[config.mk]
export PLATFORM = sky130hd
export DESIGN_NAME = addr_thresh_ctrl
export DESIGN_NICKNAME = d
export VERILOG_FILES = /design/src/rtl/atc_pkg.sv /design/src/rtl/atc_cfg_port.sv /design/src/rtl/atc_compare.sv /design/src/rtl/atc_rpt_engine.sv /design/src/rtl/addr_thresh_ctrl.sv
export SDC_FILE = /design/constraint.sdc
export NUM_CORES = 1
export LEC_CHECK = 0
export ABC_AREA = 1
export BUFFER_PORTS_ARGS = -buffer_cell sky130_fd_sc_hd__buf_2
export CORE_AREA = 3 3 61 63
export DETAILED_ROUTE_END_ITERATION = 10
export DIE_AREA = 0 0 64 66
export PLACE_DENSITY = 0.76
export SYNTH_ARGS = -nofsm -noshare
export SYNTH_HDL_FRONTEND = slang
export SYNTH_SLANG_ARGS = --single-unit
[constraint.sdc]
create_clock -name clk -period 2.17 [get_ports clk]
set_input_delay 0.217 -clock clk [delete_from_list [all_inputs] [get_ports clk]]
set_output_delay 0.217 -clock clk [all_outputs]
set_load 0.05 [all_outputs]
[src/rtl/atc_pkg.sv]
package atc_pkg;

  typedef enum logic [1:0] {
    CMD_HOLD  = 2'd0,
    CMD_RAISE = 2'd1,
    CMD_LOWER = 2'd2
  } atc_cmd_e;

  typedef enum logic [1:0] {
    RS_IDLE = 2'd0,
    RS_ADDR = 2'd1,
    RS_CMD  = 2'd2
  } atc_rpt_state_e;

endpackage

[src/rtl/atc_cfg_port.sv]
module atc_cfg_port #(
  parameter int unsigned       W        = 16,
  parameter logic [W-1:0]      OWN_ADDR = 16'h0005,
  parameter logic [W-1:0]      INIT_REF = 16'd25
) (
  input  logic         clk,
  input  logic         rst_n,
  input  logic         cfg_valid,
  input  logic [W-1:0] cfg_data,
  output logic [W-1:0] ref_eff
);

  logic         want_val_q, want_val_d;
  logic         hit_q, hit_d;
  logic [W-1:0] ref_q, ref_d;
  logic         ref_load;

  assign ref_load = cfg_valid && want_val_q && hit_q;
  // forward a same-cycle update to the comparator
  assign ref_eff  = ref_load ? cfg_data : ref_q;

  always_comb begin
    want_val_d = want_val_q;
    hit_d      = hit_q;
    ref_d      = ref_q;
    if (cfg_valid) begin
      want_val_d = !want_val_q;
      if (!want_val_q) begin
        hit_d = (cfg_data == OWN_ADDR);
      end
    end
    if (ref_load) begin
      ref_d = cfg_data;
    end
  end

  always_ff @(posedge clk or negedge rst_n) begin
    if (!rst_n) begin
      want_val_q <= 1'b0;
      hit_q      <= 1'b0;
      ref_q      <= INIT_REF;
    end else begin
      if (cfg_valid) begin
        want_val_q <= want_val_d;
        hit_q      <= hit_d;
      end
      if (ref_load) begin
        ref_q <= ref_d;
      end
    end
  end

  a_r2_pair_phase: assert property (@(posedge clk) disable iff (!rst_n)
    cfg_valid |=> (want_val_q != $past(want_val_q)));

  a_r3_ref_write: assert property (@(posedge clk) disable iff (!rst_n)
    (cfg_valid && want_val_q && hit_q) |=> (ref_q == $past(cfg_data)));

  a_r4_ref_keep: assert property (@(posedge clk) disable iff (!rst_n)
    (cfg_valid && want_val_q && !hit_q) |=> $stable(ref_q));

endmodule

[src/rtl/atc_compare.sv]
module atc_compare
  import atc_pkg::*;
#(
  parameter int unsigned W = 16
) (
  input  logic [W-1:0] sample,
  input  logic [W-1:0] ref_val,
  output atc_cmd_e     cmd
);

  always_comb begin
    if (sample > ref_val) begin
      cmd = CMD_LOWER;
    end else if (sample < ref_val) begin
      cmd = CMD_RAISE;
    end else begin
      cmd = CMD_HOLD;
    end
  end

endmodule

[src/rtl/atc_rpt_engine.sv]
module atc_rpt_engine
  import atc_pkg::*;
#(
  parameter int unsigned  W        = 16,
  parameter logic [W-1:0] OWN_ADDR = 16'h0005
) (
  input  logic         clk,
  input  logic         rst_n,
  input  logic         smp_valid,
  input  atc_cmd_e     cmd_in,
  output logic         smp_ready,
  output logic         rpt_valid,
  input  logic         rpt_ready,
  output logic [W-1:0] rpt_data
);

  localparam int unsigned PAD_W = W - $bits(atc_cmd_e);

  atc_rpt_state_e state_q, state_d;
  atc_cmd_e       cmd_q;
  logic           smp_fire;

  assign smp_ready = (state_q == RS_IDLE);
  assign smp_fire  = smp_valid && smp_ready;
  assign rpt_valid = (state_q != RS_IDLE);
  assign rpt_data  = (state_q == RS_ADDR) ? OWN_ADDR : {{PAD_W{1'b0}}, cmd_q};

  always_comb begin
    state_d = state_q;
    unique case (state_q)
      RS_IDLE: if (smp_valid) state_d = RS_ADDR;
      RS_ADDR: if (rpt_ready) state_d = RS_CMD;
      RS_CMD:  if (rpt_ready) state_d = RS_IDLE;
      default: state_d = RS_IDLE;
    endcase
  end

  always_ff @(posedge clk or negedge rst_n) begin
    if (!rst_n) begin
      state_q <= RS_IDLE;
      cmd_q   <= CMD_HOLD;
    end else begin
      state_q <= state_d;
      if (smp_fire) begin
        cmd_q <= cmd_in;
      end
    end
  end

  a_r8_word_hold: assert property (@(posedge clk) disable iff (!rst_n)
    (rpt_valid && !rpt_ready) |=> (rpt_valid && $stable(rpt_data)));

  a_r8_cmd_follows: assert property (@(posedge clk) disable iff (!rst_n)
    (rpt_valid && rpt_ready && state_q == RS_ADDR) |=> (rpt_valid && rpt_data < 3));

  a_r9_busy_after_take: assert property (@(posedge clk) disable iff (!rst_n)
    smp_fire |=> !smp_ready);

  a_r7_hold_code: assert property (@(posedge clk) disable iff (!rst_n)
    (smp_fire && cmd_in == CMD_HOLD) |=> (cmd_q == CMD_HOLD));

endmodule

[src/rtl/addr_thresh_ctrl.sv]
module addr_thresh_ctrl
  import atc_pkg::*;
#(
  parameter int unsigned  W        = 16,
  parameter logic [W-1:0] OWN_ADDR = 16'h0005,
  parameter logic [W-1:0] INIT_REF = 16'd25
) (
  input  logic         clk,
  input  logic         rst_n,
  input  logic         cfg_valid,
  output logic         cfg_ready,
  input  logic [W-1:0] cfg_data,
  input  logic         smp_valid,
  output logic         smp_ready,
  input  logic [W-1:0] smp_data,
  output logic         rpt_valid,
  input  logic         rpt_ready,
  output logic [W-1:0] rpt_data
);

  logic [W-1:0] ref_eff;
  atc_cmd_e     cmd;

  assign cfg_ready = 1'b1;

  atc_cfg_port #(.W(W), .OWN_ADDR(OWN_ADDR), .INIT_REF(INIT_REF)) i_cfg (
    .clk       (clk),
    .rst_n     (rst_n),
    .cfg_valid (cfg_valid),
    .cfg_data  (cfg_data),
    .ref_eff   (ref_eff)
  );

  atc_compare #(.W(W)) i_cmp (
    .sample  (smp_data),
    .ref_val (ref_eff),
    .cmd     (cmd)
  );

  atc_rpt_engine #(.W(W), .OWN_ADDR(OWN_ADDR)) i_rpt (
    .clk       (clk),
    .rst_n     (rst_n),
    .smp_valid (smp_valid),
    .cmd_in    (cmd),
    .smp_ready (smp_ready),
    .rpt_valid (rpt_valid),
    .rpt_ready (rpt_ready),
    .rpt_data  (rpt_data)
  );

  a_r8_first_word_addr: assert property (@(posedge clk) disable iff (!rst_n)
    (smp_valid && smp_ready) |=> (rpt_valid && rpt_data == OWN_ADDR));

  a_r1_idle_ready: assert property (@(posedge clk) disable iff (!rst_n)
    !rpt_valid |-> smp_ready);

endmodule

# --- Word level (Yosys, flattened, before mapping) ---
# Cells that the tools add are included.
op_classes:
  n_lt_le_gt_ge: 2
  n_eq_ne: 6
  n_mux: 8
  bitwise_logic: 1
  reduce_logical: 8
op_table:
  columns: ["operator", "count"]
  rows:
  - ["16-bit by 3-bit == test with 1-bit output (second input constant)", 1]
  - ["16-bit greater-than comparator", 1]
  - ["16-bit less-than comparator", 1]
  - ["16-bit two-way mux", 1]
  - ["2-bit two-way mux", 4]
  - ["2-bit inequality test (second input constant)", 3]
  - ["2-bit case mux with 3 select lines", 1]
  - ["1-bit logical AND", 3]
  - ["3-bit two-way mux", 1]
  - ["3-bit AND reduction", 1]
  - ["2-bit by 1-bit == test with 1-bit output (second input constant)", 1]
  - ["2-bit == test (second input constant)", 1]
  - ["2-bit logical NOT", 1]
  - ["2-bit AND reduction", 1]
  - ["2-bit nonzero test", 1]
  - ["1-bit logical NOT", 1]
  - ["1-bit two-way mux", 1]
  - ["1-bit NOT", 1]
word_totals:
  regBits: 22
  in_bits: 37
  out_inout_bits: 19
  elab_cells: 30

# --- Logic depth before layout (Yosys ltp) ---
# Gate-level depths: netlist (run 1).
logic_depth:
  ltp_word: 6
  depth_mapped: 16
  mapped_depth_nobuf: 15

# --- Cells and area by module ---
# A second synthesis (run 1) with hierarchy kept.
hier_totals:
  cells_unflattened: 202
  area_unflattened_um2: 1594.0
modules_own_cells:
  columns: ["mod", "instances", "cells_per_inst", "area_per_inst_um2", "seq_area_each_um2"]
  rows:
  - ["atc_cfg_port", 1, 90, 847.1, 454.2]
  - ["atc_compare", 1, 73, 441.7, 0.0]
  - ["atc_rpt_engine", 1, 37, 294.0, 100.1]
  - ["addr_thresh_ctrl", 1, 2, 11.3, 0.0]

# --- Least setup slack after synthesis (run 1) ---
# No wires, ideal clock.
synth_timing:
  kind: "register to output"
  start: "register i_rpt.state_q[1]"
  end: "output rpt_data[1]"
  t_arrival_ns: 1.585
  t_required_ns: 1.953
  setup_slack_ns: 0.368
  stages_incl_launch_ff: 3
  n_path_buf: 0
  path_cell_list: "dfrtp_1 > nor2_1 > nor2_1"
synth_between:
  elab_chain_len: 2
synth_rtl:
  columns: ["element", "line_no", "rtl"]
  rows:
  - ["from (decl)", "atc_rpt_engine.sv:19", "atc_rpt_state_e state_q, state_d;"]
  - ["from (signal assigned)", "atc_rpt_engine.sv:43", "state_q <= state_d;"]
  - ["2-bit by 1-bit == test with 1-bit output", "atc_rpt_engine.sv:26", "assign rpt_data = (state_q == RS_ADDR) ? OWN_ADDR : {{PAD_W{1'b0}}, cmd_q};"]
  - ["3-bit two-way mux", "atc_rpt_engine.sv:26", null]
  - ["to (decl)", "addr_thresh_ctrl.sv:18", "output logic [W-1:0] rpt_data"]
# No other way between the ends.

# --- Final worst setup path (run 1) ---
layout_timing:
  start: "register i_cfg.hit_q"
  end: "register i_rpt.cmd_q[0]"
layout_between:
  elab_chain_len: 5
  elab_cells_between_ends: 6
  cone_classes: "2 x order compare; 3 x mux; 1 x reduce/logical"
layout_rtl:
  columns: ["element", "line_no", "rtl"]
  rows:
  - ["from (decl)", "atc_cfg_port.sv:14", "logic hit_q, hit_d;"]
  - ["from (signal assigned)", "atc_cfg_port.sv:45", "hit_q <= hit_d;"]
  - ["1-bit logical AND *", "atc_cfg_port.sv:18", "assign ref_load = cfg_valid && want_val_q && hit_q;"]
  - ["16-bit two-way mux *", "atc_cfg_port.sv:20", "assign ref_eff = ref_load ? cfg_data : ref_q;"]
  - ["net i_cfg.ref_eff[0]", "atc_cfg_port.sv:10", "output logic [W-1:0] ref_eff"]
  - ["16-bit less-than comparator", "atc_compare.sv:14", "end else if (sample < ref_val) begin"]
  - ["1-bit two-way mux", "atc_compare.sv:14", null]
  - ["2-bit two-way mux *", "atc_compare.sv:12", "if (sample > ref_val) begin"]
  - ["to (signal assigned)", "atc_rpt_engine.sv:45", "cmd_q <= cmd_in;"]
  - ["to (decl)", "atc_rpt_engine.sv:20", "atc_cmd_e cmd_q;"]
# Mark *: on every way through the listed nets, which the timed path passes. The rest lies on a longest branch.
# A chain may end at the register's enable or synchronous reset.

==> results.yml, run 1 <==
outcome:
  status: "finished, final reports clean"
worst_setup_path:
  worstPathArrival_ns: 2.14
  cp.required_ns: 2.39
  criticalPathCategory: "register to register"
  ff2ff_path_depth: 14
  reg2reg_slack_ns: 0.25
  critPathLaunch: "i_cfg.hit_q"
  critPathMaxFanout: 15
  r2r-start: "i_cfg.hit_q"
  start_kind: "register"
  r2r_end: "i_rpt.cmd_q[0]"
  end_kind: "register"
global_routing:
  antenna_found_initial: 0
  grtUsageTotal: 0.138
  first_global_vias: 1114
  grt_pass1_wl_mm: 4.59
  grt_max_degree: 23
  overflow: 0
synth:
  synth_warnings: 0
  synthCells: 194
  synth_cell_type_count: 24
  ys_ff_latch: 22
  avgSynthCellArea_um2: 7.97
  ys_seq_area_frac: 0.359
  synth_area_um2: 1550
hold_path:
  whs_endpoint: "i_rpt.state_q[1]"
  worst_hold_startpoint: "rpt_ready"
  whs_path_depth: 2
  worstHoldPathType: "input port to register"
clock_network:
  cts-root-buf: "clkbuf_4"
  clockBufferDepth: 2
  cts_buffers: 3
  cts_tree: "built"
  cts.repair.resized: 0
  clk-insertion-delay-late_ns: 0.31
  clock_sinks: 22
  cts.htree.levels: 1
  clk_pin_slew_ns: 0.13
floorplan:
  die_y_um: 66
  die_w_um: 64
  io_pins: 56
  initial_core_util: 0.470
  die_area_um2: 4220
  core_area_um2: 3280
  rows: 21
finish:
  mostFrequentLayoutCell: "nand2_1"
  n_fill_cell: 319
  antenna_cells: 0
  final_util: 0.547
  nNetsFinal: 291
  drive_above_1_share: 0.308
  syn2layout_area_growth_pct: 16.2
  final_cell_mix: "46 x nand2_1, 41 x buf_2, 39 x inv_1, 19 x dfrtp_1, 16 x ha_1"
job:
  drv_cap: 0
timing:
  fin_crit_sh: 0.884
  finalSetupTns_ns: 0
  slew_viol_final: 0
  fin_skew_ns: 0.00839
  setup_viol: 0
  hold_viol: 0
  period_minus_slack_ns: 1.92
  grt_setup_unrepaired: "no"
  clock.fmax_ghz: 0.521
drt:
  routed_wl_mm: 2.64
  drc: 0
  num_vias: 1231
  drt_iter0_drc: 22
  ant_nets: 0
  routedWlPerCell_um: 9.33
  viasPerCell: 4.35
  dr.pass1.iters: 4
power_and_ir_drop:
  p_leak_nw: 1.02
  irDropWorstVdd_uv: 209
  power.density_nw_per_um2: 567
place:
  dpl.hpwl_mm: 2.27
  port_buffers: 41
  place_congestion: 0.799
[what timing repair did]
item	in CTS	in global routing
endpoints found under the hold margin	19	0
buffers inserted	0	0
hold buffers	1	0
[per-stage QoR]
stage               instance area [um2]  power, mW  instances  hold WS (ns)  setup slack [ns]
detailed placement                 1730      0.707        278         0.215             0.249
finish                             1800       1.02        283        0.0751             0.252
global placement                   1730      0.705        278         0.208             0.294
CTS                                1800       1.03        283        0.0698             0.227
floorplan                          1590      0.648        206       -0.0786             0.368
global route                       1800       1.07        283        0.0713            0.0593
[area by class of cell]
| class | count | area [um2] | share of cell area |
|---|---|---|---|
| clock buffers | 3 | 22.5 | 0.0125 |
| clock inverters | 1 | 30.0 | 0.0167 |
| inverters | 41 | 154 | 0.0857 |
| multi-input cells | 126 | 747 | 0.416 |
| flip-flops and latches | 22 | 554 | 0.309 |
| well taps | 46 | 57.6 | 0.0321 |
| repair buffers | 44 | 230 | 0.128 |
[power breakdown]
group	switching, mW	internal, mW	leakage [nW]
sequential	0.0103	0.426	0.232
combinational	0.192	0.0690	0.762
clock	0.133	0.187	0.0279
[synthesized netlist by cell type]
master,number,area [um2]
mux2_2,1,11.3
nor3_1,1,5.00
inv_1,39,146
buf_4,15,113
dfrtp_1,19,475
buf_6,2,22.5
nand3_2,1,10.0
conb_1,2,7.51
nor4_1,2,12.5
o21ai_0,2,10.0
nand2_1,46,173
a21o_1,1,7.51
inv_2,2,7.51
dfstp_2,3,78.8
o21ai_2,15,131
nor2_1,11,41.3
nand3_1,1,5.00
or2_4,1,8.76
nand3b_1,1,7.51
nand4_1,2,12.5
a21oi_1,8,40.0
ha_1,16,200
nor2_2,2,12.5
or2_2,1,6.26
[how the worst max path moves through the flow]
| stage | end | slack [ns] | cells after the start |
|---|---|---|---|
| finish | i_rpt.cmd_q[0] | 0.25 | 14 |
| floorplan | rpt_data[1] | 0.37 | 2 |
| global placement | i_rpt.cmd_q[0] | 0.29 | 14 |
| detailed placement | i_rpt.cmd_q[0] | 0.25 | 14 |
| global route | i_rpt.cmd_q[1] | 0.06 | 14 |
| CTS | i_rpt.cmd_q[0] | 0.23 | 14 |
[sequential cells by signal, summed over array words and instances (netlist names)]
| signal | flops |
|---|---|
| i_rpt.cmd_q | 2 |
| i_cfg.want_val_q | 1 |
| i_rpt.state_q | 2 |
| i_cfg.ref_q | 16 |
| i_cfg.hit_q | 1 |
[worst max-delay path, cell delays in order (launching register included)]
cell and delay (ns):
dfrtp_1 0.42, nand3_2 0.09, buf_4 0.22, mux2_2 0.38, ha_1 0.18, inv_1 0.05, nand2_1 0.04, nand2_1 0.05
nand2_1 0.04, nand2_1 0.05, nand2_1 0.05, nand2_1 0.07, nand2_1 0.07, nand3b_1 0.09, nand2_1 0.05
[routing by layer]
metal / routed length (um) / vias up / track usage
met1: 1300 / 531 / 0.183
met3: 202 / 5 / 0.0306
li1: - / 655 / -
met4: 33 / 0 / 0.0404
met2: 1100 / 40 / 0.222
met5: 0 / - / 0
[cells by family (layout without fill, tap and decap cells)]
family	count (synthesis)	in the layout	share of synthesized area
and+or+nand+nor	69	69	0.190
buffers and inverters	58	89	0.187
AOI/OAI and AO/OA	26	26	0.122
DFF	22	22	0.359
adders and majority gates	16	16	0.130
other	2	14	0.00486
muxes	1	1	0.00729
No activity file was read; power rests on OpenSTA's default activity.
==> run 2, diff against run 1 <==
--- a/config.mk
+++ b/config.mk
@@ -5,12 +5,12 @@
 export SDC_FILE = /design/constraint.sdc
 export NUM_CORES = 1
 export LEC_CHECK = 0
-export ABC_AREA = 1
 export BUFFER_PORTS_ARGS = -buffer_cell sky130_fd_sc_hd__buf_2
-export CORE_AREA = 3 3 61 63
+export CORE_AREA = 3 3 59 61
 export DETAILED_ROUTE_END_ITERATION = 10
-export DIE_AREA = 0 0 64 66
+export DIE_AREA = 0 0 62 64
 export PLACE_DENSITY = 0.76
+export SLEW_MARGIN = 10
 export SYNTH_ARGS = -nofsm -noshare
 export SYNTH_HDL_FRONTEND = slang
 export SYNTH_SLANG_ARGS = --single-unit
==> results.yml, run 2 <==
worst_setup_path:
  critical_path.top_delay_family: "simple AND/OR/NAND/NOR gates"
  reg2reg_slack_ns: -0.25
  ff2ff_path_depth: 9
  crit_slowest_cell: "or4_4"
  crit_chain: "nand3_4 > buf_12 > mux2i_4 > ha_4 > nand4_4 > nor2_1 > and4_1 > or4_4 > and2_1"
  start_kind: "register"
  critPathMaxFanout: 7
  cp_num_cells: 9
  crit_path_max_incr_delay_ns: 0.51
  end_kind: "register"
  criticalPathCategory: "register to register"
  r2r_end: "i_rpt.cmd_q[1]"
  cp.required_ns: 2.38
  r2r-start: "i_cfg.hit_q"
  worstPathArrival_ns: 2.63
  crit_buf_inv: 1
timing:
  max_slew.worst_pin.slew_ns: 0.504
  fin_skew_ns: 0.00859
  fin_crit_sh: 1.12
  hold_viol: 0
  setup_slack_ns: -0.255
  holdWs_ns: 0.109
  setup_viol: 2
  finalSetupTns_ns: -0.408
  clock.fmax_ghz: 0.412
  max_slew_margin: 0.664
  period_minus_slack_ns: 2.42
  grt_setup_unrepaired: "yes"
  slew_viol_final: 0
place:
  port_buffers: 41
  dpl.hpwl_mm: 2.50
  dp.cells: 230
  place_congestion: 0.777
  place_area_um2: 1690
power_and_ir_drop:
  p_sw_frac: 0.460
  irDropWorstVdd_uv: 471
  pwr-share-comb: 0.469
  p_switching_mw: 0.596
  seqPwrFrac: 0.380
  p_leak_nw: 1.05
  internal_power_mw: 0.701
  p_clk_frac: 0.151
  power.density_nw_per_um2: 630
synth:
  ys_seq_area_frac: 0.395
  synthTopCellsByCount: "19 x dfrtp_1, 18 x inv_1, 16 x ha_1"
  synth_area_um2: 1400
  synth_cell_type_count: 33
  synth_warnings: 0
  yosysTopAreaCell: "dfrtp_1"
  synthFlopType: "dfrtp_1"
  ys_ff_latch: 22
  yosys.area.top_type_share: 0.339
  synthCells: 138
  synth.area.top_cells: "dfrtp_1 34%, ha_1 14%, mux2i_1 8.6%"
  synth_edf_count: 0
  synth_most_common_cell: "dfrtp_1"
  avgSynthCellArea_um2: 10.2
  async_flop_share: 1.00
clock_network:
  clock_sinks: 22
  clk-insertion-delay-late_ns: 0.31
  cts_buffers: 3
  cts.htree.levels: 1
  cts-root-buf: "clkbuf_4"
  clockBufferDepth: 2
  clk_pin_slew_ns: 0.12
  cts_tree: "built"
outcome:
  violations: "negative setup slack"
  status: "finished with violations"
floorplan:
  rows: 20
  initial_core_util: 0.463
  die_y_um: 64
  die_area_um2: 3970
  core_area_um2: 3030
  die_w_um: 62
  io_pins: 56
global_routing:
  grt_max_degree: 23
  met3_usage: 0.0242
  first_global_vias: 1164
  use_met2: 0.297
  grt_busiest_layer: "met2"
  antenna_found_initial: 0
  grt_pass1_wl_mm: 5.01
  overflow: 0
  grtUsageTotal: 0.168
  grt_use_met1: 0.212
hold_path:
  whs_endpoint: "i_rpt.state_q[0]"
  worst_hold_startpoint: "rpt_ready"
  whs_path_depth: 2
  worstHoldPathType: "input port to register"
drt:
  drt_iter0_drc: 45
  num_vias: 1183
  routedWlPerCell_um: 14.6
  dr.pass1.iters: 4
  ant_nets: 0
  drc: 0
  viasPerCell: 4.85
  routed_wl_mm: 3.57
finish:
  syn2layout_area_growth_pct: 46.9
  largest_reg_flops: 16
  reg.largest.list: "i_cfg.ref_q x16, i_rpt.cmd_q x2, i_rpt.state_q x2"
  mostFrequentLayoutCell: "buf_2"
  top_register: "i_cfg.ref_q"
  drive_above_1_share: 0.480
  nNetsFinal: 254
  antenna_cells: 0
  design_area_um2: 2060
  final_cell_mix: "41 x buf_2, 19 x dfrtp_1, 18 x inv_1, 16 x buf_4, 14 x conb_1"
  final_cells: 244
job:
  drv_cap: 0
==> run 2: cell count changes after synthesis, moves of 3 or more <==
| cell | delta |
|---|---|
| inv_1 | -21 |
| mux2_2 | +3 |
| mux2i_1 | +12 |
| nand2_1 | -37 |
| nand2b_1 | +3 |
| nor2_1 | -9 |
| o21ai_2 | -15 |
==> run 2: per-stage QoR <==
step | total power [mW] | worst slack (ns) | utilization
2_1_floorplan | 0.937 | -0.0999 | -
3_3_place_gp | 1.06 | -0.196 | 0.557
3_5_place_dp | 1.08 | -0.255 | 0.557
4_1_cts | 1.28 | -0.200 | 0.616
5_1_grt | 1.37 | -0.312 | 0.681
6_report | 1.30 | -0.255 | 0.681
==> run 2: cells by family (layout without fill, tap and decap cells) <==
kind of cell    Yosys count  count (layout)  share of synthesized area
simple gates             33              33                      0.144
buf+inv                  33              83                      0.127
flops                    22              22                      0.395
fa+ha+maj                16              16                      0.143
mux                      16              16                      0.118
compound gates           15              15                     0.0624
other cells               2              14                    0.00535
xor+xnor                  1               1                    0.00625
==> run 2: metal layers <==
layer / part of all wire / vias up
li1: - / 573
met1: 0.40 / 568
met2: 0.55 / 38
met3: 0.044 / 4
met4: 0.012 / 0
met5: 0 / -
==> run 2: final cells by class <==
class,instances,area (um2)
Sequential cell,22,554
Fill cell,220,967
Tap cell,44,55.1
Clock buffer,4,26.3
Multi-Input combinational cell,95,980
Inverter,18,67.6
Timing Repair Buffer,61,378
==> run 2: power groups by stage <==
stage / sequential (mW) / clock, mW / combinational (mW)
after floorplan: 0.495 / 0 / 0.443
after global placement: 0.498 / 0 / 0.567
after detailed placement: 0.500 / 0 / 0.578
after CTS: 0.492 / 0.200 / 0.591
after global routing: 0.496 / 0.220 / 0.650
final: 0.494 / 0.196 / 0.608
==> run 2: worst max path at each step <==
| stage | start | endpoint | slack [ns] |
|---|---|---|---|
| 3_5_place_dp | i_cfg.hit_q | i_rpt.cmd_q[1] | -0.26 |
| 4_1_cts | i_cfg.hit_q | i_rpt.cmd_q[1] | -0.20 |
| 6_report | i_cfg.hit_q | i_rpt.cmd_q[1] | -0.25 |
| 2_1_floorplan | i_cfg.want_val_q | i_rpt.cmd_q[1] | -0.1 |
| 3_3_place_gp | i_cfg.hit_q | i_rpt.cmd_q[1] | -0.20 |
| 5_1_grt | i_cfg.hit_q | i_rpt.cmd_q[1] | -0.31 |
==> run 2: repair_timing <==
item / in CTS / in global routing
hold buffers: 1 / 0
hold endpoints to repair: 19 / 0
gates resized for setup: 21 / 18
pin swaps: 8 / 7
setup buffers: 4 / 5
endpoints found under the setup margin: 2 / 2
